## src/rtl/spi_boot_pkg.sv

```systemverilog
package spi_boot_pkg;

   typedef enum logic [1:0] {
      SEQ_IDLE = 2'd0,
      SEQ_RUN  = 2'd1,
      SEQ_DONE = 2'd2
   } seq_state_t;

   localparam logic [7:0] READ_CMD = 8'h03;

endpackage

```

## src/rtl/spi_boot_sckgen.sv

```systemverilog
module spi_boot_sckgen #(
   parameter int CLK_DIV = 12
) (
   input  logic clk,
   input  logic rst_n,
   input  logic start,
   input  logic stop,
   input  logic cpha,
   output logic sck,
   output logic mid_tick,
   output logic end_tick
);
   localparam int HALF = CLK_DIV / 2;
   localparam int PH_W = $clog2(CLK_DIV);

   logic [PH_W-1:0] ph_q, ph_nx;
   logic            running_q;

   assign ph_nx    = (ph_q == PH_W'(CLK_DIV - 1)) ? '0 : ph_q + 1'b1;
   assign mid_tick = running_q && (ph_q == PH_W'(HALF - 1));
   assign end_tick = running_q && (ph_q == PH_W'(CLK_DIV - 1));

   always_ff @(posedge clk or negedge rst_n) begin
      if (!rst_n) begin
         ph_q      <= '0;
         running_q <= 1'b0;
         sck       <= 1'b0;
      end else if (start) begin
         ph_q      <= '0;
         running_q <= 1'b1;
         sck       <= cpha;
      end else if (stop) begin
         ph_q      <= '0;
         running_q <= 1'b0;
         sck       <= 1'b0;
      end else if (running_q) begin
         ph_q <= ph_nx;
         sck  <= cpha ? (ph_nx < PH_W'(HALF)) : (ph_nx >= PH_W'(HALF));
      end
   end

   // a new period opens with the level chosen by the phase select
   p_period_open_r3: assert property (@(posedge clk) disable iff (!rst_n)
      (end_tick && !stop) |=> (sck == $past(cpha)));

   // the sampling edge toggles the clock to the opposite level
   p_mid_edge_r5: assert property (@(posedge clk) disable iff (!rst_n)
      mid_tick |=> (sck == !$past(cpha)));

endmodule

```

## src/rtl/spi_boot_txshift.sv

```systemverilog
module spi_boot_txshift #(
   parameter int          HDR_BITS = 24,
   parameter logic [HDR_BITS-1:0] HEADER = '0
) (
   input  logic clk,
   input  logic rst_n,
   input  logic load,
   input  logic shift,
   output logic mosi
);
   logic [HDR_BITS-1:0] sh_q;

   always_ff @(posedge clk or negedge rst_n) begin
      if (!rst_n)
         sh_q <= '0;
      else if (load)
         sh_q <= HEADER;
      else if (shift)
         sh_q <= {sh_q[HDR_BITS-2:0], 1'b0};
   end

   assign mosi = sh_q[HDR_BITS-1];

endmodule

```

## src/rtl/spi_boot_rxshift.sv

```systemverilog
module spi_boot_rxshift #(
   parameter int IDX_W = 11
) (
   input  logic             clk,
   input  logic             rst_n,
   input  logic             take,
   input  logic             miso,
   output logic             rx_valid,
   output logic [7:0]       rx_data,
   output logic [IDX_W-1:0] rx_index
);
   logic [6:0]       sh_q;
   logic [2:0]       cnt_q;
   logic [IDX_W-1:0] idx_q;

   always_ff @(posedge clk or negedge rst_n) begin
      if (!rst_n) begin
         sh_q     <= '0;
         cnt_q    <= '0;
         idx_q    <= '0;
         rx_valid <= 1'b0;
         rx_data  <= '0;
         rx_index <= '0;
      end else begin
         rx_valid <= 1'b0;
         if (take) begin
            sh_q  <= {sh_q[5:0], miso};
            cnt_q <= cnt_q + 3'd1;
            if (cnt_q == 3'd7) begin
               rx_valid <= 1'b1;
               rx_data  <= {sh_q, miso};
               rx_index <= idx_q;
               idx_q    <= idx_q + 1'b1;
            end
         end
      end
   end

   // a byte strobe lasts exactly one cycle
   p_valid_pulse_r6: assert property (@(posedge clk) disable iff (!rst_n)
      rx_valid |=> !rx_valid);

endmodule

```

## src/rtl/spi_boot_reader.sv

```systemverilog
module spi_boot_reader #(
   parameter int CLK_DIV   = 12,
   parameter int MAX_BYTES = 2048,
   parameter int ADDR_W    = 16,
   localparam int CNT_W    = $clog2(MAX_BYTES + 1),
   localparam int IDX_W    = $clog2(MAX_BYTES)
) (
   input  logic             clk,
   input  logic             rst_n,
   input  logic             cpha_sel,
   input  logic [CNT_W-1:0] byte_count,
   input  logic             spi_miso,
   output logic             spi_sck,
   output logic             spi_cs_n,
   output logic             spi_mosi,
   output logic             rx_valid,
   output logic [7:0]       rx_data,
   output logic [IDX_W-1:0] rx_index,
   output logic             boot_done
);
   import spi_boot_pkg::*;

   localparam int HDR_BITS = 8 + ADDR_W;
   localparam int BIT_W    = $clog2(HDR_BITS + 8 * MAX_BYTES + 1);
   localparam logic [HDR_BITS-1:0] HEADER = {READ_CMD, {ADDR_W{1'b0}}};

   generate
      if (CLK_DIV < 4 || (CLK_DIV % 2) != 0) begin : g_bad_div
         $error("CLK_DIV must be even and at least 4");
      end
      if (MAX_BYTES < 2) begin : g_bad_max
         $error("MAX_BYTES must be at least 2");
      end
      if (ADDR_W < 8 || (ADDR_W % 8) != 0) begin : g_bad_addr
         $error("ADDR_W must be a multiple of 8");
      end
   endgenerate

   seq_state_t       state_q;
   logic [CNT_W-1:0] n_q, n_cl;
   logic [BIT_W-1:0] bit_q, last_q;
   logic             start, stop, mid_tick, end_tick, take;

   assign n_cl  = (byte_count > CNT_W'(MAX_BYTES)) ? CNT_W'(MAX_BYTES) : byte_count;
   assign start = (state_q == SEQ_IDLE) && (n_cl != '0);
   assign stop  = (state_q == SEQ_RUN) && end_tick && (bit_q == last_q);
   assign take  = (state_q == SEQ_RUN) && mid_tick && (bit_q >= BIT_W'(HDR_BITS));

   always_ff @(posedge clk or negedge rst_n) begin
      if (!rst_n) begin
         state_q   <= SEQ_IDLE;
         n_q       <= '0;
         bit_q     <= '0;
         last_q    <= '0;
         spi_cs_n  <= 1'b1;
         boot_done <= 1'b0;
      end else begin
         case (state_q)
            SEQ_IDLE: begin
               n_q    <= n_cl;
               bit_q  <= '0;
               last_q <= BIT_W'(HDR_BITS) + (BIT_W'(n_cl) << 3) - 1'b1;
               if (n_cl == '0) begin
                  state_q   <= SEQ_DONE;
                  boot_done <= 1'b1;
               end else begin
                  state_q  <= SEQ_RUN;
                  spi_cs_n <= 1'b0;
               end
            end
            SEQ_RUN: begin
               if (stop) begin
                  state_q   <= SEQ_DONE;
                  spi_cs_n  <= 1'b1;
                  boot_done <= 1'b1;
               end else if (end_tick) begin
                  bit_q <= bit_q + 1'b1;
               end
            end
            default: begin
               state_q <= SEQ_DONE;
            end
         endcase
      end
   end

   spi_boot_sckgen #(.CLK_DIV(CLK_DIV)) u_sckgen (
      .clk      (clk),
      .rst_n    (rst_n),
      .start    (start),
      .stop     (stop),
      .cpha     (cpha_sel),
      .sck      (spi_sck),
      .mid_tick (mid_tick),
      .end_tick (end_tick)
   );

   spi_boot_txshift #(.HDR_BITS(HDR_BITS), .HEADER(HEADER)) u_txshift (
      .clk   (clk),
      .rst_n (rst_n),
      .load  (start),
      .shift (end_tick),
      .mosi  (spi_mosi)
   );

   spi_boot_rxshift #(.IDX_W(IDX_W)) u_rxshift (
      .clk      (clk),
      .rst_n    (rst_n),
      .take     (take),
      .miso     (spi_miso),
      .rx_valid (rx_valid),
      .rx_data  (rx_data),
      .rx_index (rx_index)
   );

   // done never drops before reset
   p_done_sticky_r7: assert property (@(posedge clk) disable iff (!rst_n)
      boot_done |=> boot_done);

   // chip select only rises together with done
   p_cs_release_r7: assert property (@(posedge clk) disable iff (!rst_n)
      $rose(spi_cs_n) |-> boot_done);

   // byte strobes only while the memory is selected
   p_valid_selected_r6: assert property (@(posedge clk) disable iff (!rst_n)
      rx_valid |-> !spi_cs_n);

   // no clock activity while deselected
   p_idle_sck_r3: assert property (@(posedge clk) disable iff (!rst_n)
      spi_cs_n |-> !spi_sck);

   // output line is quiet during the data phase
   p_data_mosi_r4: assert property (@(posedge clk) disable iff (!rst_n)
      (state_q == SEQ_RUN && bit_q >= BIT_W'(HDR_BITS)) |-> !spi_mosi);

   // the byte index stays below the clamped count
   p_no_overflow_r8: assert property (@(posedge clk) disable iff (!rst_n)
      rx_valid |-> (CNT_W'(rx_index) < n_q));

endmodule

```

## config.mk

```make
export PLATFORM = sky130hd
export DESIGN_NAME = spi_boot_reader
export DESIGN_NICKNAME = d
export VERILOG_FILES = /design/src/rtl/spi_boot_pkg.sv /design/src/rtl/spi_boot_sckgen.sv /design/src/rtl/spi_boot_txshift.sv /design/src/rtl/spi_boot_rxshift.sv /design/src/rtl/spi_boot_reader.sv
export SDC_FILE = /design/constraint.sdc
export NUM_CORES = 1
export LEC_CHECK = 0
export ABC_AREA = 1
export CORE_UTILIZATION = 58
export DETAILED_ROUTE_END_ITERATION = 7
export PLACE_DENSITY_LB_ADDON = 0.05
export SLEW_MARGIN = 20
export SYNTH_ARGS = -nofsm -noshare
export SYNTH_HDL_FRONTEND = slang
export SYNTH_SLANG_ARGS = --single-unit
```

## constraint.sdc

```tcl
create_clock -name clk -period 2 [get_ports clk]
set_clock_uncertainty 0.1 [all_clocks]
set_input_delay 0.4 -clock clk [delete_from_list [all_inputs] [get_ports clk]]
set_output_delay 0.4 -clock clk [all_outputs]
set_load 0.05 [all_outputs]
```

[Yosys cells after proc, flatten, opt, wreduce, memory -nomap -nowiden]
Cells that the tools add are included.
Storage, ports and cells
  input port bits: 16
  output and inout port bits: 24
  register bits: 105
Operators by class
  multiplexer cells: 26
  magnitude comparators: 4
  equal/unequal tests: 10
  reduce and logical (&&, ||, !) cells: 18
  add/sub/neg operators: 6
Operators with widths (count)
  24-bit two-way mux: 2
  15-bit two-way mux: 2
  15-bit one-hot mux with 2 select lines: 1
  4-bit two-way mux: 4
  15-bit by 1-bit adder with 15-bit output, second input constant: 1
  5-bit by 15-bit adder with 15-bit output, first input constant: 1
  15-bit equality test: 1
  15-bit by 5-bit greater-or-equal comparator with 1-bit output, second input constant: 1
  15-bit by 1-bit subtractor with 15-bit output, second input constant: 1
  12-bit > comparator, second input constant: 1
  12-bit logical NOT: 1
  12-bit two-way mux: 1
  12-bit nonzero test: 1
  11-bit by 1-bit adder with 11-bit output, second input constant: 1
  1-bit two-way mux: 11
  3-bit AND reduction: 3
  2-bit != test, second input constant: 4
  1-bit logical AND: 7
  2-bit nonzero test: 3
  4-bit by 1-bit adder with 4-bit output, second input constant: 1
  4-bit by 3-bit equality test with 1-bit output, second input constant: 1
  4-bit equality test, second input constant: 1
  4-bit by 3-bit greater-or-equal comparator with 1-bit output, second input constant: 1
  4-bit by 3-bit less-than comparator with 1-bit output, second input constant: 1
  other kinds (10): 12

[Depth between registers and ports, before layout]
  word-level depth: 7
  mapped depth: 15

[Cells and area by module]
From an unflattened synthesis, not the netlist that was laid out.
Unflattened totals
  cells, all modules: 549
  area, all modules: 4533.1 um2
By module, submodules not included
  spi_boot_reader: cells each 295, seq. area each 802.0 um2, area an instance 2102.0 um2, times used 1
  spi_boot_rxshift: cells each 172, seq. area each 1026.0 um2, area an instance 1729.2 um2, times used 1
  spi_boot_sckgen: cells each 48, seq. area each 150.1 um2, area an instance 380.4 um2, times used 1
  spi_boot_txshift: cells each 34, seq. area each 200.2 um2, area an instance 321.6 um2, times used 1

[Worst setup path after synthesis]
OpenSTA, ideal clock, no wires.
  path kind: input-to-reg
  start: input byte_count[2]
  end: register last_q[10]
  buffers on the path: 0
  arrival time: 1590 ps
  stages on the path: 15
  slack: 193 ps
  cell sequence: nor2_1 -> nand2_1 -> nor2_1 -> nand2_1 -> nand2_1 -> inv_1 -> nor2_1 -> ha_1 -> nand2_1 -> inv_1 -> nand3_1 -> nor2_1 -> nand3_1 -> nand3_1 -> nand2_1
On the way
  cells in the longest elaborated chain, start to end: 4
Ends and longest elaborated chain
  from (decl): RTL line spi_boot_reader.sv:11  | input logic [CNT_W-1:0] byte_count,
  12-bit > comparator: RTL line spi_boot_reader.sv:44  | assign n_cl = (byte_count > CNT_W'(MAX_BYTES)) ? CNT_W'(MAX_BYTES) : byte_count;
  12-bit two-way mux (*): RTL line spi_boot_reader.sv:44
  5-bit by 15-bit adder with 15-bit output (*): RTL line spi_boot_reader.sv:62  | last_q <= BIT_W'(HDR_BITS) + (BIT_W'(n_cl) << 3) - 1'b1;
  15-bit by 1-bit subtractor with 15-bit output (*): RTL line spi_boot_reader.sv:62
  to (signal assigned): RTL line spi_boot_reader.sv:62
  to (decl): RTL line spi_boot_reader.sv:41  | logic [BIT_W-1:0] bit_q, last_q;
Every way passes the cells marked *; elsewhere a longest branch is shown, timed or not.
A chain may end at the register's enable or synchronous reset.

[Worst setup path after layout]
  start: input byte_count[1]
  end: register last_q[10]
Same word-level chain as after synthesis.

==> results.sh <==
export IMPL_fin_nets=675
export IMPL_antenna_diode_count=0
export IMPL_port_buffers=39
export IMPL_leakage_uw=0.002879
export IMPL_cts_sinks=87
export IMPL_die_area_um2=8387
export IMPL_cts_tree="yes"
export IMPL_coreArea_um2=7727
export IMPL_vias=3936
export IMPL_clockRootBuffer="clkbuf_8"
export IMPL_rr_endpoint="bit_q[8]"
export IMPL_synth_seq_cells=87
export IMPL_worstMarginPinSlew_ns=0.4974
export IMPL_reg2reg_depth=10
export IMPL_min_period_ns=1.887
export IMPL_worst_ir_drop_vdd_mv=0.2795
export IMPL_drtIter0Drc=187
export IMPL_drive_above_1_share=0.1723
export IMPL_synth_area_leaders="dfrtp_1 46%, nand2_1 12%, inv_1 5.8%"
export IMPL_cts_buffers=9
export IMPL_area_growth_pct=19.30
export IMPL_wire_per_inst_um=13.23
export IMPL_ioPinCount=40
export IMPL_synth_most_common_cell="nand2_1"
export IMPL_finalWorstSetupSlack_ns=0.1133
export IMPL_timing_rr_start="u_sckgen.ph_q[1]"
export IMPL_synth_commonest_cells="146 x nand2_1, 86 x dfrtp_1, 72 x inv_1"
export IMPL_place_gp_congestion=0.9427
export IMPL_critPathCaptureType="register"
export IMPL_postPlaceCellArea_um2=5300
export IMPL_viasPerCell=5.193
export IMPL_synth_warnings=0
export IMPL_synth_edf_count=0
export IMPL_worstSkewPairLatency_ns=0.35
export IMPL_synth_top_area_cell="dfrtp_1"
export IMPL_cts_path_max_buffers=2
export IMPL_drt_total_wl_mm=10.03
export IMPL_cts_htree_levels=3
export IMPL_ant_nets=0
export IMPL_dpl_hpwl_mm=7.405
export IMPL_holdPathStages=4
export IMPL_required_ns=2.20
export IMPL_hold_viol=0
export IMPL_die_h_um=91.58
export IMPL_initial_core_util=0.6023
export IMPL_startpoint_type="input pin"
export IMPL_grt_antenna_before_repair=0
export IMPL_final_util=0.7186
export IMPL_overflow=0
export IMPL_syn_mean_instance_area_um2=7.984
export IMPL_drc=0
export IMPL_syn_area_um2=4654
export IMPL_die_x_um=91.58
export IMPL_tns_ns=0
export IMPL_grt_max_degree=40
export IMPL_worstHoldStart="byte_count[0]"
export IMPL_holdPathEnd="last_q[3]"
export IMPL_multi_input_area_um2=2095
export IMPL_synth_top_cell_area_share=0.4624
export IMPL_preCtsSetupSlack_ns=-0.3247
export IMPL_cap_violations=0
export IMPL_stdcell_area_um2=5553
export IMPL_finalSetupViolCount=0
export IMPL_async_flop_share=1.000
export IMPL_power_density_nw_per_um2=542.6
export IMPL_synth_cells=583
export IMPL_crit_fanout=3
export IMPL_grt_pass1_wl_mm=17.02
export IMPL_ys_flop_type="dfrtp_1"
export IMPL_totalPowerFinal_uw=3013
export IMPL_grt_usage=0.2538
export IMPL_min_delay_path_class="in2reg"
export IMPL_syn_nets=607
export IMPL_regArea_um2=2178
export IMPL_grt_pass1_vias=3810
export IMPL_yosysSeqAreaShare=0.4680
export IMPL_rows=32
export IMPL_fmax_ghz=0.5300
export IMPL_fillCellCount=650
export IMPL_status="completed"
export IMPL_cp_arrival_ns=2.08
export IMPL_slew_violations=0
export IMPL_timing_reg2reg_setup_slack_ns=0.14
export IMPL_path_clk_slew_ns=0.08
export IMPL_finalCritPeriodShare=0.9433
export IMPL_synth_distinct_cells=40
export IMPL_slew_headroom=0.6679
export IMPL_dr_pass1_iters=4
export IMPL_worst_setup_path_type="in2reg"
==> how the worst max path moves through the flow <==
stage,start,endpoint,cells past startpoint
finish,byte_count[1],last_q[10],15
global route,byte_count[1],last_q[8],15
CTS,u_rxshift.rx_valid,rx_valid,1
detailed placement,byte_count[8],last_q[10],16
global placement,byte_count[2],last_q[10],16
floorplan,byte_count[2],last_q[10],15
==> through the flow <==
step           hold slack (ns)  instances
3_3_place_gp            0.1849        740
4_1_cts                 0.3444        757
6_report                0.3396        758
2_1_floorplan         0.004409        583
3_5_place_dp            0.1891        740
5_1_grt                 0.3529        758
==> per-layer routing <==
metal	up-vias	wire length, um	global-route usage
li1	1992	-	-
met1	1863	4751	0.3444
met2	67	4861	0.4167
met3	14	264	0.03434
met4	0	153	0.09127
met5	-	0	0
==> logic make-up (layout without fill, tap and decap cells) <==
kind of cell,count (synthesis),count (layout),share of synthesized area
AOI/OAI and AO/OA,77,77,0.09758
buffers and inverters,102,175,0.09382
adders and majority gates,8,8,0.02151
and+or+nand+nor,279,279,0.2616
xor gates and xnor gates,28,28,0.05269
DFF,87,87,0.4680
muxes,2,2,0.004838
==> critical path: stages <==
cell,delay (ns)
clkdlybuf4s50_1,0.39
inv_1,0.07
nand2_1,0.06
nor2_2,0.10
nand2_1,0.07
nand2_2,0.07
inv_2,0.05
nor2_2,0.10
ha_2,0.19
nand2_2,0.06
inv_2,0.07
nand3_4,0.09
o21ai_0,0.20
nand3_1,0.10
nand2_1,0.06
==> registers in the layout, summed over array words and instances, names as in the netlist <==
register and flops:
bit_q 15, spi_cs_n 1, u_txshift.sh_q 8, u_rxshift.rx_data 8, u_rxshift.sh_q 7, u_rxshift.cnt_q 3
u_rxshift.idx_q 11, u_sckgen.ph_q 4, u_sckgen.running_q 1, u_sckgen.sck 1, u_rxshift.rx_index 11, state_q 2
last_q 13, boot_done 1, u_rxshift.rx_valid 1
==> power breakdown <==
group	internal (uW)	switching (uW)
Sequential	1760	0.668
Clock	458	640
Combinational	67.4	88.6
==> final cells by class <==
class / instances / share of cell area
flip-flops and latches: 87 / 0.3923
multi-input cells: 394 / 0.3772
clock inverters: 6 / 0.007886
clock buffers: 10 / 0.02298
repair buffers: 75 / 0.1192
well taps: 102 / 0.02298
inverters: 84 / 0.05746
==> cell usage in the layout (no fill, tap or decap), types with 3 or more instances in the layout <==
master | synthesis | routed
a31oi_1 | 6 | 6
buf_4 | 0 | 43
clkbuf_8 | 0 | 9
clkdlybuf4s50_1 | 0 | 4
clkinv_2 | 1 | 3
dfrtp_1 | 86 | 86
dlygate4sd2_1 | 0 | 15
dlymetal6s2s_1 | 0 | 11
ha_1 | 8 | 6
inv_1 | 72 | 67
inv_2 | 10 | 15
nand2_1 | 146 | 143
nand2_2 | 2 | 5
nand3_1 | 40 | 37
nand3_2 | 2 | 4
nand4_1 | 10 | 10
nor2_1 | 54 | 50
nor2_2 | 3 | 6
nor3_1 | 11 | 10
nor4_1 | 4 | 4
o21ai_0 | 51 | 51
o21ai_1 | 4 | 4
o21ai_2 | 8 | 8
xnor2_1 | 7 | 7
xor2_1 | 21 | 21
==> what timing repair did <==
item	4_1_cts	5_1_grt
pin swaps	0	9
setup buffers	0	1
hold endpoints to repair	14	0
gates resized for setup	15	31
hold buffers	1	0
setup endpoints to repair	15	18
Note: power is estimated with default switching activity, not from simulation.
